==> src/rtl/dad_pkg.sv <==
package dad_pkg;
  localparam int ID_BYTES   = 6;
  localparam int PEND_W     = 8;
  localparam int BIT_DONE   = 0;
  localparam int BIT_OVF    = 1;
  localparam int BIT_ASSIGN = 7;

  typedef enum logic [1:0] {S_IDLE, S_COLLECT, S_WAIT, S_SEND} seq_state_e;

  // address in 7:1, bit 0 forces odd ones count
  function automatic logic [7:0] addr_byte(input logic [6:0] a);
    return {a, ~^a};
  endfunction
endpackage

==> src/rtl/dad_pool.sv <==
module dad_pool #(
  parameter int DEPTH = 16,
  parameter int CW    = $clog2(DEPTH + 1)
) (
  input  logic          clk_i,
  input  logic          rst_ni,
  input  logic          push_i,
  input  logic [6:0]    addr_i,
  input  logic          flush_i,
  input  logic          lock_i,
  input  logic [CW-1:0] rd_idx_i,
  output logic          exhausted_o,
  output logic [7:0]    byte_o
);
  localparam int AW = (DEPTH > 1) ? $clog2(DEPTH) : 1;

  logic [6:0]    mem [DEPTH];
  logic [CW-1:0] fill_q;
  logic          wr_en;

  assign wr_en = !lock_i && !flush_i && push_i && (fill_q < CW'(DEPTH));

  always_ff @(posedge clk_i or negedge rst_ni) begin
    if (!rst_ni) fill_q <= '0;
    else if (!lock_i) begin
      if (flush_i)    fill_q <= '0;
      else if (wr_en) fill_q <= fill_q + 1'b1;
    end
  end

  always_ff @(posedge clk_i) begin
    if (wr_en) mem[fill_q[AW-1:0]] <= addr_i;
  end

  assign exhausted_o = (rd_idx_i >= fill_q);
  assign byte_o      = dad_pkg::addr_byte(mem[rd_idx_i[AW-1:0]]);
endmodule

==> src/rtl/dad_id_capture.sv <==
module dad_id_capture #(
  parameter int NB = 6
) (
  input  logic          clk_i,
  input  logic          rst_ni,
  input  logic          clr_i,
  input  logic          en_i,
  input  logic          valid_i,
  input  logic [7:0]    data_i,
  output logic [8*NB-1:0] id_o,
  output logic          last_o
);
  localparam int NW = (NB > 1) ? $clog2(NB) : 1;

  logic [NW-1:0]   cnt_q;
  logic [8*NB-1:0] id_q;
  logic            take;

  assign take   = en_i && valid_i;
  assign last_o = take && (cnt_q == NW'(NB - 1));

  always_ff @(posedge clk_i or negedge rst_ni) begin
    if (!rst_ni) begin
      cnt_q <= '0;
      id_q  <= '0;
    end else if (clr_i) begin
      cnt_q <= '0;
      id_q  <= '0;
    end else if (take) begin
      id_q  <= {id_q[8*NB-9:0], data_i};
      cnt_q <= last_o ? '0 : cnt_q + 1'b1;
    end
  end

  assign id_o = id_q;
endmodule

==> src/rtl/dad_irq_regs.sv <==
module dad_irq_regs #(
  parameter int W = 8
) (
  input  logic         clk_i,
  input  logic         rst_ni,
  input  logic [W-1:0] set_i,
  input  logic [W-1:0] clr_i,
  input  logic [W-1:0] mask_i,
  output logic [W-1:0] pend_o,
  output logic         irq_o
);
  logic [W-1:0] pend_q;

  // set beats clear on the same edge
  always_ff @(posedge clk_i or negedge rst_ni) begin
    if (!rst_ni) pend_q <= '0;
    else         pend_q <= (pend_q & ~clr_i) | set_i;
  end

  assign pend_o = pend_q;
  assign irq_o  = |(pend_q & mask_i);
endmodule

==> src/rtl/dad_seq.sv <==
module dad_seq #(
  parameter int CW = 5
) (
  input  logic          clk_i,
  input  logic          rst_ni,
  input  logic          start_i,
  input  logic          last_i,
  input  logic          exhausted_i,
  input  logic          no_ack_i,
  input  logic          ack_i,
  input  logic          tx_ready_i,
  output logic          collect_o,
  output logic          cap_clr_o,
  output logic [7:0]    set_o,
  output logic [CW-1:0] idx_o,
  output logic          busy_o,
  output logic          done_o,
  output logic          ovf_o,
  output logic          tx_valid_o
);
  import dad_pkg::*;

  seq_state_e    state_q, state_d;
  logic [CW-1:0] idx_q, idx_d;
  logic          done_q, done_d, ovf_q, ovf_d;

  always_comb begin
    state_d   = state_q;
    idx_d     = idx_q;
    done_d    = done_q;
    ovf_d     = ovf_q;
    set_o     = '0;
    cap_clr_o = 1'b0;
    unique case (state_q)
      S_IDLE: if (start_i) begin
        state_d   = S_COLLECT;
        idx_d     = '0;
        done_d    = 1'b0;
        ovf_d     = 1'b0;
        cap_clr_o = 1'b1;
      end
      S_COLLECT: begin
        if (no_ack_i) begin
          state_d         = S_IDLE;
          done_d          = 1'b1;
          set_o[BIT_DONE] = 1'b1;
        end else if (last_i) begin
          if (exhausted_i) begin
            state_d        = S_IDLE;
            ovf_d          = 1'b1;
            set_o[BIT_OVF] = 1'b1;
          end else begin
            state_d           = S_WAIT;
            set_o[BIT_ASSIGN] = 1'b1;
          end
        end
      end
      S_WAIT: if (ack_i) state_d = S_SEND;
      S_SEND: if (tx_ready_i) begin
        state_d   = S_COLLECT;
        idx_d     = idx_q + 1'b1;
        cap_clr_o = 1'b1;
      end
      default: state_d = S_IDLE;
    endcase
  end

  always_ff @(posedge clk_i or negedge rst_ni) begin
    if (!rst_ni) begin
      state_q <= S_IDLE;
      idx_q   <= '0;
      done_q  <= 1'b0;
      ovf_q   <= 1'b0;
    end else begin
      state_q <= state_d;
      idx_q   <= idx_d;
      done_q  <= done_d;
      ovf_q   <= ovf_d;
    end
  end

  assign collect_o  = (state_q == S_COLLECT);
  assign tx_valid_o = (state_q == S_SEND);
  assign busy_o     = (state_q != S_IDLE);
  assign idx_o      = idx_q;
  assign done_o     = done_q;
  assign ovf_o      = ovf_q;
endmodule

==> src/rtl/dyn_addr_dispenser.sv <==
module dyn_addr_dispenser #(
  parameter int POOL_DEPTH = 16,
  localparam int CW = $clog2(POOL_DEPTH + 1)
) (
  input  logic          clk_i,
  input  logic          rst_ni,
  input  logic          pool_push_i,
  input  logic [6:0]    pool_addr_i,
  input  logic          pool_flush_i,
  input  logic          round_start_i,
  input  logic          rx_valid_i,
  input  logic [7:0]    rx_data_i,
  input  logic          no_ack_i,
  output logic          tx_valid_o,
  output logic [7:0]    tx_data_o,
  input  logic          tx_ready_i,
  input  logic [7:0]    irq_mask_i,
  input  logic [7:0]    irq_clr_i,
  output logic [7:0]    irq_pend_o,
  output logic          irq_o,
  output logic [47:0]   id_o,
  output logic [CW-1:0] assigned_o,
  output logic          busy_o,
  output logic          done_o,
  output logic          overflow_o
);
  import dad_pkg::*;

  logic          collect, cap_clr, last, exhausted;
  logic [7:0]    set_vec;
  logic [CW-1:0] idx;

  dad_pool #(.DEPTH(POOL_DEPTH), .CW(CW)) u_pool (
    .clk_i(clk_i), .rst_ni(rst_ni), .push_i(pool_push_i), .addr_i(pool_addr_i),
    .flush_i(pool_flush_i), .lock_i(busy_o), .rd_idx_i(idx),
    .exhausted_o(exhausted), .byte_o(tx_data_o)
  );

  dad_id_capture #(.NB(ID_BYTES)) u_cap (
    .clk_i(clk_i), .rst_ni(rst_ni), .clr_i(cap_clr), .en_i(collect),
    .valid_i(rx_valid_i), .data_i(rx_data_i), .id_o(id_o), .last_o(last)
  );

  dad_irq_regs #(.W(PEND_W)) u_irq (
    .clk_i(clk_i), .rst_ni(rst_ni), .set_i(set_vec), .clr_i(irq_clr_i),
    .mask_i(irq_mask_i), .pend_o(irq_pend_o), .irq_o(irq_o)
  );

  dad_seq #(.CW(CW)) u_seq (
    .clk_i(clk_i), .rst_ni(rst_ni), .start_i(round_start_i), .last_i(last),
    .exhausted_i(exhausted), .no_ack_i(no_ack_i), .ack_i(irq_clr_i[BIT_ASSIGN]),
    .tx_ready_i(tx_ready_i), .collect_o(collect), .cap_clr_o(cap_clr),
    .set_o(set_vec), .idx_o(idx), .busy_o(busy_o), .done_o(done_o),
    .ovf_o(overflow_o), .tx_valid_o(tx_valid_o)
  );

  assign assigned_o = idx;
endmodule

==> config.mk <==
export PLATFORM = sky130hd
export DESIGN_NAME = dyn_addr_dispenser
export DESIGN_NICKNAME = d
export VERILOG_FILES = /design/src/rtl/dad_pkg.sv /design/src/rtl/dad_pool.sv /design/src/rtl/dad_id_capture.sv /design/src/rtl/dad_irq_regs.sv /design/src/rtl/dad_seq.sv /design/src/rtl/dyn_addr_dispenser.sv
export SDC_FILE = /design/constraint.sdc
export NUM_CORES = 1
export LEC_CHECK = 0
export ABC_CLOCK_PERIOD_IN_PS = 3200
export BUFFER_PORTS_ARGS = -buffer_cell sky130_fd_sc_hd__buf_2
export CORE_MARGIN = 4
export CORE_UTILIZATION = 30
export CTS_CLUSTER_DIAMETER = 30
export DETAILED_ROUTE_END_ITERATION = 8
export PLACE_DENSITY_LB_ADDON = 0.05
export RECOVER_POWER = 100
export REMOVE_ABC_BUFFERS = 1
export SLEW_MARGIN = 20
export SYNTH_ARGS = -nofsm -noshare
export SYNTH_HDL_FRONTEND = slang
export SYNTH_SLANG_ARGS = --single-unit
==> constraint.sdc <==
create_clock -name clk_i -period 3.2 [get_ports clk_i]
set_input_delay 0.96 -clock clk_i [delete_from_list [all_inputs] [get_ports clk_i]]
set_output_delay 0.96 -clock clk_i [all_outputs]
set_load 0.02 [all_outputs]
## Yosys cells after proc, flatten, opt, wreduce, memory -nomap -nowiden

Memories as Yosys holds them, arrays and structs flattened.
Cells that the tools add are included.

| word-level totals | value |
|---|---|
| register bits | 73 |
| bits in writable memories | 112 |
| bits of input ports | 39 |
| output and inout bits | 74 |
| word-level logic and storage cells | 89 |
| memories | 1 |

Memory list:

| memory | depth | bits a word | rd ports | clocked after memory_dff | wr ports | RTL line | RTL |
|---|---|---|---|---|---|---|---|
| u_pool.mem | 16 | 7 | 1 | 0 | 1 | dad_pool.sv:17 | `logic [6:0] mem [DEPTH];` |

| operators by class | value |
|---|---|
| $add $sub $neg | 3 |
| $lt $le $gt $ge | 2 |
| eq/ne operators | 12 |
| muxes and demuxes | 38 |
| bitwise operators | 5 |
| reductions and logical operators | 20 |

Operator list:

| cell | number |
|---|---|
| two-way mux 48 bit | 2 |
| two-way mux 5 bit | 4 |
| two-way mux 1 bit | 17 |
| bitwise AND 8 bit | 2 |
| two-way mux 2 bit | 7 |
| != test 2 bit (second input constant) | 6 |
| adder 5 x 1 -> 5 bit (second input constant) | 2 |
| case mux 5 bit (2 select lines) | 1 |
| nonzero test 2 bit | 5 |
| two-way mux 3 bit | 3 |
| NOT 8 bit | 1 |
| OR 8 bit | 1 |
| case mux 2 bit (4 select lines) | 1 |
| OR reduction 8 bit | 1 |
| XNOR reduction 7 bit | 1 |
| case mux 1 bit (2 select lines) | 3 |
| AND reduction 3 bit | 2 |
| >= comparator 5 bit | 1 |
| logical AND 1 bit | 5 |
| less-than comparator 5 bit (second input constant) | 1 |
| AND reduction 5 bit | 1 |
| equality test 2 bit (second input constant) | 2 |
| AND reduction 4 bit | 1 |
| adder 3 x 1 -> 3 bit (second input constant) | 1 |
| 8 further kinds | 9 |

## Logic depth before layout (Yosys ltp)

| depth | value |
|---|---|
| word-level depth | 7 |
| depth in mapped cells | 10 |
| gate-level depth less buffers | 9 |

## Modules after synthesis

A second synthesis with hierarchy kept.

| second synthesis, totals | value |
|---|---|
| cells, all modules | 570 |
| area total of the unflattened synthesis | 8780.9 µm² |

Modules (own cells, without submodules):

| module | times used | cells an instance | area an instance (µm²) | seq. area each (µm²) |
|---|---|---|---|---|
| dad_pool | 1 | 236 | 4901.0 | 3488.3 |
| dad_id_capture | 1 | 238 | 2939.1 | 1276.2 |
| dad_seq | 1 | 67 | 613.1 | 225.2 |
| dad_irq_regs | 1 | 29 | 327.8 | 200.2 |

## Least setup slack after synthesis

Ideal clock, no wire load.

| timing | value |
|---|---|
| kind | register to output |
| from | register u_seq.idx_q[0], in the netlist u_seq.idx_o[0] |
| to | output tx_data_o[0] |
| data arrival time | 2576 ps |
| data required time | 2240 ps |
| slack | -336 ps |
| cell stages (with the launch flop) | 8 |
| buffers on the path | 1 |
| cells stage by stage | dfrtp_1 buf_6 mux4_2 a22o_1 a221o_1 xnor2_2 xnor2_1 xnor2_1 |

| between the ends | value |
|---|---|
| longest elaborated chain between the ends | 2 |

RTL lines:

| what | RTL line | RTL |
|---|---|---|
| start, declared | dad_seq.sv:24 | `logic [CW-1:0] idx_q, idx_d;` |
| start signal, assigned | dad_seq.sv:76 | `idx_q <= idx_d;` |
| memory read (16 x 7 bit) | n/a |  |
| named net tx_data_o[3] | dyn_addr_dispenser.sv:15 | `output logic [7:0] tx_data_o,` |
| XNOR reduction 7 bit | dad_pkg.sv:12 | `return {a, ~^a};` |
| end, declared | dyn_addr_dispenser.sv:15 |  |

The timed path passes the listed nets, and every way through them passes these cells.

## Worst setup path after layout

| timing | value |
|---|---|
| from | register u_seq.idx_q[0], in the netlist u_seq.idx_o[0] |
| to | output tx_data_o[0] |

| between the ends | value |
|---|---|
| longest elaborated chain between the ends | 2 |

RTL lines:

| what | RTL line |
|---|---|
| memory read (16 x 7 bit) | n/a |
| XNOR reduction 7 bit | dad_pkg.sv:12 |

No other way between the ends.

==> impl_results.md <==
- Slew Viols, Final: 36
- XOR/XNOR Fraction of Synth Area: 0.0113
- Area Overhead vs Synth: 24.1%
- Sw Ratio: 0.350
- CTS Buffer Depth: 2
- Clk sinks: 185
- Die Y: 167 um
- Routed len/inst: 18.3 um
- Cell Pwr Density: 789 nW/um2
- DR pass1 iterations: 4
- Largest net degree at the start of global routing: 52
- Routed WL: 19100 um
- Design area: 9440 um2
- Final Hold Vio Count: 0
- Largest family of logic cells by synthesized area: simple AND/OR/NAND/NOR gates
- Area fraction in compound gates after synthesis: 0.0798
- Tot GR Track Use: 0.139
- Sequential share of power: 0.416
- Routed Antenna Nets: 0
- Final setup TNS: -1.78 ns
- Vias in the first global route: 4987
- Avg Cell Area, Syn: 14.0 um2
- Ports: 113
- Fin nets: 754
- Post-Syn Instances: 545
- H-tree levels: 4
- Clk Latency, worst-skew pair: 0.43 ns
- CTS root buf: clkbuf_16
- Rows: 58
- Final setup skew: 0.0144 ns
- DP Wirelength: 12900 um
- Most frequent cells in the layout: nand2_1, edfxtp_1, clkbuf_1
- Max-cap violations: 1
- Slew Limit Headroom: -0.325
- Final GP Congestion: 0.741
- TritonCTS buffer count: 17
- Post-CTS Hold Buffers: 0
- Status: finished, violations left
- Post-Place Setup Slack: -0.160 ns
- Pleak: 3.57 nW
- First-pass GRT wire length: 29800 um
- Final period util: 1.16
- Combinational power share: 0.297
- Finished Core Util: 0.377
- Peak supply drop: 0.000361 V
- N_diodes: 0
- WHS: 0.531 ns
- Sw power: 2.61 mW
- Via-to-Cell Ratio: 4.66
- CP Data Arrival Time: 2.76 ns
- Tot Pwr: 7.45 mW
- Critical Path RT: 2.24 ns
- Post-DP Area: 8860 um2
- Reg clk slew, reported paths: 0.08 ns
- Adder-cell share of the synthesized area: 0.0263
- Port-buffer cells: 112
- Synth unique cells: 38
- Die Wd: 167 um
- Post-route minimum period: 3.72 ns
- Yosys warns: 0
- Worst hold start: u_irq.pend_o[1]$_DFF_PN0_
- Post-Synth Simple-Gate Area: 0.0891
- Worst Hold Class: register to register
- Critical path class: register to primary output
- CP max FO: 5
- Finish-stage setup viols: 8
- Achievable Freq: 269 MHz
- Pint: 4.84 mW
- Placed Cells: 1005
- Synth Cell Area: 7610 um2
- FF-to-FF Start: u_seq.state_q[0]$_DFFE_PN0P_
- Core area: 25000 um2
- Via count: 4851
- Crit. End Element: primary output
- Post-synthesis sequential area ratio: 0.682
- RSZ-0062 raised after global routing: yes
- Die ar.: 28000 um2
- Post-route setup slack: -0.522 ns
- CP Launch Type: register
- Failing checks: max-capacitance violations, max-slew violations, negative setup slack
- Grt ovf: 0
- Layout Cells excl Fill: 1042
- Layout cells sized above 1: 0.216
- Setup crit start: u_seq.idx_o[0]$_DFFE_PN0P_
- CTS tree: built
- Starting Density: 0.304
- Fillers: 2476
- Mux contribution to synthesized area: 0.0885
- Initial antenna violation count: 0
- Clock network power share: 0.287
- Drt initial violations: 274
- DRC violations left: 0
- Actual slew at the worst max-slew pin: 1.99 ns
- Yosys reg bits: 185
-- routing by layer --
layer / wire, um / vias up / GRT usage
met2: 9590 / 101 / 0.232
met1: 8440 / 2441 / 0.184
met4: 180 / 0 / 0.0307
li1: - / 2296 / -
met3: 897 / 13 / 0.0378
met5: 0 / - / 0
-- Yosys cell counts (all sizes together) --
| master | number | area, um2 |
|---|---|---|
| nor2 | 23 | 86.3 |
| mux2i | 2 | 20.0 |
| nand4 | 2 | 12.5 |
| dfrtp | 73 | 1830 |
| o2111ai | 1 | 8.76 |
| nand2b | 3 | 18.8 |
| and4 | 1 | 8.76 |
| a21o | 4 | 30.0 |
| nor2b | 8 | 50.1 |
| mux4 | 29 | 653 |
| and2 | 2 | 12.5 |
| o21ai | 10 | 50.1 |
| xor2 | 2 | 17.5 |
| a21oi | 61 | 305 |
| nor4b | 1 | 15.0 |
| a2bb2oi | 1 | 8.76 |
| nand2 | 112 | 420 |
| o22ai | 1 | 6.26 |
| a221o | 6 | 60.1 |
| a22o | 10 | 87.6 |
| o2111a | 1 | 11.3 |
| nand3b | 1 | 7.51 |
| xnor2 | 7 | 68.8 |
| ha | 16 | 200 |
| edfxtp | 112 | 3360 |
| clkbuf | 20 | 75.1 |
| nand3 | 3 | 15.0 |
| a22oi | 4 | 30.0 |
| or3 | 1 | 6.26 |
| nor3 | 5 | 25.0 |
| o22a | 1 | 8.76 |
| inv | 16 | 60.1 |
| buf | 6 | 37.5 |
-- final cells by class --
class                      instances  area, um2  area share
inverter                          16       60.1     0.00636
clock buffer                      20        489      0.0518
multi-input combinational        318       2270       0.240
sequential                       185       5190       0.550
tap                              330        413      0.0437
timing repair buffer             161        897      0.0951
clock inverter                    12        121      0.0129
-- cells by family (layout without fill, tap and decap cells) --
| logic type | Yosys count | in the layout |
|---|---|---|
| compound gates | 100 | 100 |
| xor+xnor | 9 | 9 |
| fa+ha+maj | 16 | 16 |
| buf+inv | 42 | 209 |
| flops | 185 | 185 |
| mux | 31 | 31 |
| simple gates | 162 | 162 |
-- critical path, stage by stage (launching register included) --
cell and delay, ns:
dfrtp_2 0.42, buf_4 0.19, mux4_2 0.50, a22o_1 0.21
a221o_1 0.32, xor2_2 0.24, xnor2_2 0.15, xnor2_1 0.14
buf_4 0.16
-- flip-flops by register name (all words and copies together) (netlist names) --
| signal | cells |
|---|---|
| u_seq.done_o | 1 |
| u_seq.state_q | 2 |
| u_cap.cnt_q | 3 |
| u_pool.mem | 112 |
| u_seq.idx_o | 5 |
| u_irq.pend_o | 8 |
| u_cap.id_o | 48 |
| u_seq.ovf_o | 1 |
| u_pool.fill_q | 5 |
-- power by group through the flow --
stage	Sequential [mW]	Clock, mW	Combinational (mW)
final	3.09	2.14	2.21
after global routing	3.14	2.31	2.46
after CTS	3.09	2.21	2.31
after detailed placement	3.14	0	2.27
after global placement	3.12	0	2.24
after floorplan	3.45	0	1.05
-- worst paths after layout --
check	cells after the start	slack (ns)	endpoint
max reg2reg	7	0.42	u_pool.mem[10][6]$_DFFE_PP_
min	1	0.53	u_irq.pend_o[1]$_DFF_PN0_
min reg2reg	1	0.53	u_irq.pend_o[1]$_DFF_PN0_
max in group asynchronous	2	0.70	u_cap.id_o[39]$_DFFE_PN0P_
min in group asynchronous	1	1.08	u_irq.pend_o[4]$_DFF_PN0_
max	8	-0.52	tx_data_o[0]
-- timing repair --
action / CTS / global route
buffers inserted: 2 / 3
pin swaps: 2 / 1
endpoints found under the setup margin: 8 / 8
resized for setup: 7 / 6
No activity file was read; power rests on OpenSTA's default activity.
